$ cat src/rtl/ctrl_decoder.sv
module ctrl_decoder #(
  parameter int OPW = 6,
  parameter int FNW = 6,
  parameter int AW  = 3,
  parameter logic [OPW-1:0] OP_RTYPE = 6'd0,
  parameter logic [OPW-1:0] OP_JUMP  = 6'd2,
  parameter logic [OPW-1:0] OP_BEQ   = 6'd4,
  parameter logic [OPW-1:0] OP_LOAD  = 6'd35,
  parameter logic [OPW-1:0] OP_STORE = 6'd43
) (
  input  logic [OPW-1:0] opcode,
  input  logic [FNW-1:0] funct,
  output logic           dst_from_rd,
  output logic           b_from_imm,
  output logic           wb_from_mem,
  output logic           rf_we,
  output logic           dm_re,
  output logic           dm_we,
  output logic           is_branch,
  output logic           is_jump,
  output logic [1:0]     alu_class,
  output logic [AW-1:0]  alu_fn
);

  localparam logic [1:0] CL_MEM = 2'b00;
  localparam logic [1:0] CL_BEQ = 2'b01;
  localparam logic [1:0] CL_ARI = 2'b10;
  localparam logic [1:0] CL_JMP = 2'b11;

  localparam logic [AW-1:0] FN_AND = 3'b000;
  localparam logic [AW-1:0] FN_OR  = 3'b001;
  localparam logic [AW-1:0] FN_ADD = 3'b010;
  localparam logic [AW-1:0] FN_SUB = 3'b110;
  localparam logic [AW-1:0] FN_SLT = 3'b111;

  logic       main_we;
  logic       fn_ok;

  always_comb begin
    dst_from_rd = 1'b0;
    b_from_imm  = 1'b0;
    wb_from_mem = 1'b0;
    main_we     = 1'b0;
    dm_re       = 1'b0;
    dm_we       = 1'b0;
    is_branch   = 1'b0;
    is_jump     = 1'b0;
    alu_class   = CL_MEM;
    case (opcode)
      OP_RTYPE: begin
        dst_from_rd = 1'b1;
        main_we     = 1'b1;
        alu_class   = CL_ARI;
      end
      OP_LOAD: begin
        b_from_imm  = 1'b1;
        wb_from_mem = 1'b1;
        main_we     = 1'b1;
        dm_re       = 1'b1;
      end
      OP_STORE: begin
        b_from_imm  = 1'b1;
        dm_we       = 1'b1;
      end
      OP_BEQ: begin
        is_branch   = 1'b1;
        alu_class   = CL_BEQ;
      end
      OP_JUMP: begin
        is_jump     = 1'b1;
        alu_class   = CL_JMP;
      end
      default: ;
    endcase
  end

  always_comb begin
    fn_ok  = 1'b1;
    alu_fn = FN_AND;
    case (alu_class)
      CL_MEM: alu_fn = FN_ADD;
      CL_BEQ: alu_fn = FN_SUB;
      CL_ARI: begin
        case (funct)
          6'd32:   alu_fn = FN_ADD;
          6'd34:   alu_fn = FN_SUB;
          6'd36:   alu_fn = FN_AND;
          6'd37:   alu_fn = FN_OR;
          6'd42:   alu_fn = FN_SLT;
          default: fn_ok  = 1'b0;
        endcase
      end
      default: alu_fn = FN_AND;
    endcase
  end

  assign rf_we = main_we & fn_ok;

endmodule

$ cat config.mk
export PLATFORM = sky130hd
export DESIGN_NAME = ctrl_decoder
export DESIGN_NICKNAME = d
export VERILOG_FILES = /design/src/rtl/ctrl_decoder.sv
export SDC_FILE = /design/constraint.sdc
export NUM_CORES = 1
export LEC_CHECK = 0
export ABC_AREA = 1
export ABC_CLOCK_PERIOD_IN_PS = 800
export CAP_MARGIN = 20
export CORE_AREA = 2 2 39 41
export DETAILED_ROUTE_END_ITERATION = 8
export DIE_AREA = 0 0 41 43
export SLEW_MARGIN = 40
export SYNTH_ARGS = -nofsm -noshare
export SYNTH_HDL_FRONTEND = slang
export SYNTH_SLANG_ARGS = --single-unit
$ cat constraint.sdc
create_clock -name vclk -period 0.8
set_input_delay 0.08 -clock vclk [all_inputs]
set_output_delay 0.08 -clock vclk [all_outputs]
set_load 0.005 [all_outputs]
==> impl_metrics.json, run 1 <==
{
  "final_antenna_net_count": 0,
  "tightest_slew_ns": 0.1486,
  "fin_crit_ns": 0.9599,
  "stdcell_area_um2": 685.7,
  "cts_hold_buf": 0,
  "required_ns": 0.72,
  "synth_top_area_frac": 0.1963,
  "hold_viol": 0,
  "p_sw_uw": 102.8,
  "drc": 0,
  "drtIter0Drc": 4,
  "design.core.area_mm2": 0.001384,
  "min_path_type": "input port to output port",
  "cpLargestDelayFamily": "simple AND/OR/NAND/NOR gates",
  "cp-start-kind": "input port",
  "synth_cell_types": 15,
  "min_to": "dm_we",
  "drtPass1Iterations": 4,
  "timing.final.crit_share": 1.200,
  "grt_pass1_vias": 373,
  "p_int_uw": 119.7,
  "start_util": 0.1935,
  "p_sw_frac": 0.4620,
  "dieWidth_um": 41,
  "status": "finished with violations",
  "ir_drop_mv": 0.2058,
  "fillers": 152,
  "seq_cells": 0,
  "pwr-share-clk": 0,
  "syn-num-nets": 67,
  "setup_ws_ns": -0.1599,
  "ys_seq_area_frac": 0,
  "drv_cap": 0,
  "routed_via_density": 4.182,
  "cp_cell_sequence": "buf_8, nor2_4, buf_6, nand2_4, nor2_4, nand2_2, nand3_2, nand2_1, buf_2",
  "portBuffers": 25,
  "sequentialPowerShare": 0,
  "fin_nets": 108,
  "yosys-top-cells-area": "inv_1 (20%), nor2_1 (14%), nand3_1 (11%)",
  "io_pins": 25,
  "die_h_um": 43,
  "route.vias.total": 460,
  "cp-end-kind": "output port",
  "crit_top_cell": "nor2_4",
  "dieArea_mm2": 0.001763,
  "grt_setup_unrepaired": "true",
  "synth_area_per_cell_um2": 4.868,
  "final.clkbuf_count": 0,
  "grt_pass1_wl_mm": 1.414,
  "crit_path_top_delay_cell": "nor2_4",
  "dp_hpwl_um": 660.4,
  "setup_viol": 9,
  "power.density_mw_per_mm2": 324.6,
  "criticalPathCategory": "input port to output port",
  "routed_wl_um": 932,
  "post_dp_cell_area_um2": 568.0,
  "power.total_uw": 222.6,
  "path_buf_inv": 3,
  "antenna_found_initial": 0,
  "hp-start": "opcode[2]",
  "worstPathArrival_ns": 0.88,
  "synth_area_leader_cell": "inv_1",
  "maxSlewViolCount": 0,
  "grt.overflow.total": 0,
  "grt_max_degree": 4,
  "worst-path-stages": 9,
  "leakagePower_uw": 0.0003971,
  "violations": "setup timing",
  "hold_path_depth": 4,
  "relSlewSlack": 0.9007,
  "yosys_warnings": 0,
  "syn_area_um2": 267.8,
  "crit_fanout": 3,
  "grt_usage": 0.1079,
  "drive_above_1_share": 0.7234,
  "fmax_ghz": 1.042,
  "area_delta_synth_final_pct": 156.1,
  "row_count": 14,
  "globalplace.congestion": 0.6256,
  "diodes": 0,
  "detail_route.wl_per_cell_um": 8.473,
  "syn_inst": 55,
  "regArea_um2": 0,
  "power_frac_comb": 1.000,
  "cpPeakStageDelay_ns": 0.13
}
## cell usage in the layout, fill, tap and decap left out, types with 3 or more instances in the layout
master / instances
buf_4: 11
inv_2: 7
inv_1: 8
nand3_2: 6
nand2_1: 7
clkbuf_2: 3
buf_8: 4
nor2_1: 7
buf_6: 9
nor2_4: 6
buf_2: 12
## cell families (layout without fill, tap and decap cells)
logic type	Yosys count	after routing	share of synthesized area
AOI/OAI and AO/OA	3	3	0.05606
buffers and inverters	16	55	0.2383
and+or+nand+nor	36	36	0.7056
## how the worst max path moves through the flow
stage / from / to / slack (ns)
CTS: opcode[4] / alu_fn[1] / -0.18
floorplan: opcode[3] / alu_fn[1] / 0.12
global route: opcode[5] / rf_we / -0.22
finish: opcode[2] / alu_fn[1] / -0.16
detailed placement: opcode[5] / alu_fn[2] / -0.87
global placement: opcode[5] / alu_fn[2] / -0.89
## power by group through the flow
stage	sequential, uW	combinational, uW	clock (uW)
6_report	0	223	0
5_1_grt	0	241	0
4_1_cts	0	209	0
3_5_place_dp	0	167	0
3_3_place_gp	0	166	0
2_1_floorplan	0	57.9	0
## layout make-up
type | count | area (um^2) | area share
Timing Repair Buffer | 40 | 330.3 | 0.4818
Multi-Input combinational cell | 39 | 279.0 | 0.4069
Inverter | 15 | 56.30 | 0.08212
Tap cell | 16 | 20.02 | 0.02920
## layer usage
layer | track usage | vias up | wire, um
met5 | 0 | - | 0
met4 | 0 | 0 | 0
met3 | 0 | 0 | 52
met2 | 0.2125 | 11 | 563
met1 | 0.1266 | 205 | 316
li1 | - | 244 | -
## Yosys cell counts
cell / instances
nor3_2: 1
inv_1: 14
or2_1: 1
a21oi_1: 1
nor2_2: 4
nand3_2: 2
inv_2: 1
nand3_1: 6
nand2_2: 2
nor2_4: 1
nor2_1: 10
o21ai_0: 2
nand2_1: 8
nand4_1: 1
buf_4: 1
## worst min-delay path: stages
cell and delay, ns:
buf_8 0.08, or2_4 0.11, nor3_2 0.04, buf_2 0.11
## repair_timing
action	in CTS	in global routing
setup buffers	13	0
endpoints found under the setup margin	13	13
gates resized for setup	132	12
pin swaps	26	12
## through the flow
stage | cells | TNS [ns] | utilization | hold slack [ns] | worst slack, ns
2_1_floorplan | 55 | 0 | - | 0.1847 | 0.1213
3_3_place_gp | 100 | -10.24 | 0.4105 | 1.171 | -0.8874
3_5_place_dp | 100 | -10.32 | 0.4105 | 1.167 | -0.8749
4_1_cts | 110 | -0.9360 | 0.4864 | 0.5051 | -0.1788
5_1_grt | 110 | -1.302 | 0.4955 | 0.5134 | -0.2248
6_report | 110 | -0.8197 | 0.4955 | 0.5012 | -0.1599
Note: power is estimated with default switching activity, not from simulation.
==> run 2: changes to the inputs <==
==> constraint.sdc (replaced) <==
create_clock -name vclk -period 0.8
set_input_delay 0.08 -clock vclk [all_inputs]
set_output_delay 0.08 -clock vclk [all_outputs]
set_load 0.1 [all_outputs]
==> run 2 against run 1 <==
The run still ends with setup timing left; largest cell class unchanged; setup slack lost 0.11 ns; first-iteration DRC count shrank 75%; non-clock buffer count down 1.
==> impl_metrics.json, run 2 (synthesized netlist as in run 1, its figures left out) <==
{
  "criticalPathCategory": "input port to output port",
  "grt_pass1_vias": 522,
  "multiInputGateArea_um2": 370.4,
  "timing.final.crit_share": 1.338,
  "required_ns": 0.72,
  "detail_route.wl_per_cell_um": 11.68,
  "cp-end-kind": "output port",
  "totalNegativeSetupSlack_ns": -2.476,
  "globalplace.congestion": 0.6479,
  "regArea_um2": 0,
  "drc": 0,
  "stdcell_area_um2": 965.9,
  "drtIter0Drc": 1,
  "violations": "setup timing",
  "die_h_um": 43,
  "fin_crit_ns": 1.070,
  "drtPass1Iterations": 4,
  "relSlewSlack": 0.8756,
  "routed_wl_mm": 1.273,
  "drv_cap": 0,
  "grt_setup_unrepaired": "true",
  "power.density_mw_per_mm2": 354.7,
  "fillers": 109,
  "ir_drop_mv": 0.1921,
  "route.vias.total": 476,
  "layout_commonest_cell": "buf_12",
  "setup_ws_ns": -0.2700,
  "setup_viol": 13,
  "cp-start-kind": "input port",
  "seq_cells": 0,
  "antenna_found_initial": 0,
  "io_pins": 25,
  "grt_pass1_wl_mm": 2.159,
  "dieWidth_um": 41,
  "design.core.area_mm2": 0.001384,
  "grt.overflow.total": 0,
  "post_dp_cell_area_um2": 855.8,
  "final.clkbuf_count": 0,
  "min_path_type": "input port to output port",
  "dieArea_mm2": 0.001763,
  "status": "finished with violations",
  "row_count": 14,
  "fmax_ghz": 0.9346,
  "start_util": 0.1935,
  "grt_max_degree": 5,
  "portBuffers": 25,
  "final_antenna_net_count": 0,
  "drive_above_1_share": 0.8495,
  "fin_nets": 107,
  "grt_usage": 0.1720,
  "crit_fanout": 3,
  "cts_hold_buf": 0,
  "diodes": 0,
  "leakagePower_uw": 0.0004083,
  "area_delta_synth_final_pct": 260.7,
  "worstPathArrival_ns": 0.99,
  "routed_via_density": 4.367,
  "hold_viol": 0,
  "dp_hpwl_mm": 1.044,
  "most-common-layout-cells": "buf_12 (13), buf_6 (9), nor2_4 (8), buf_4 (8), inv_1 (6)",
  "tightest_slew_ns": 0.1860,
  "maxSlewViolCount": 0
}
run 2: cell count changes in the layout (fill, tap and decap cells not counted), sizes merged:
cell      change
clkbuf        -3
buf           +2
clkinvlp      +3
clkinv        +1
inv           -4
run 2: layer usage:
layer	wire length, um	global-route usage
met1	436	0.1810
met4	37	0.03333
met2	738	0.3250
met5	0	0
met3	60	0.03141
run 2: worst max-delay path, cell delays in order:
cell and delay (ns):
buf_8 0.10, nor2_4 0.15, nand4_1 0.20, buf_4 0.20, o21ai_4 0.06, buf_12 0.19
run 2: repair_timing:
item                       CTS  global route
gates resized for setup     82            10
buffers inserted             1             1
setup endpoints to repair   13            13
pin swaps                   23             9
run 2: power by group:
group	total [uW]	internal [uW]	switching [uW]
Clock	0	0	0
Sequential	0	0	0
Combinational	343	151	192
run 2: metrics by stage:
stage	hold WS (ns)	util	power [uW]	setup slack, ns	std cells
5_1_grt	0.6300	0.6980	362.0	-0.3172	109
2_1_floorplan	0.2700	-	137.2	-0.6322	55
3_3_place_gp	1.024	0.6184	292.2	-0.6933	108
3_5_place_dp	1.030	0.6184	298.3	-0.7423	108
4_1_cts	0.6179	0.6844	332.0	-0.2876	109
6_report	0.6131	0.6980	342.6	-0.2700	109
run 2: worst paths after layout:
| kind | from | end | slack, ns | depth (start not counted) |
|---|---|---|---|---|
| worst max-delay path | opcode[5] | alu_fn[2] | -0.27 | 6 |
| worst min-delay path | opcode[5] | alu_fn[2] | 0.61 | 5 |
run 2: cell type report:
type,instances,share of cell area
Inverter,15,0.07513
Timing Repair Buffer,39,0.5207
Multi-Input combinational cell,39,0.3834
Tap cell,16,0.02073
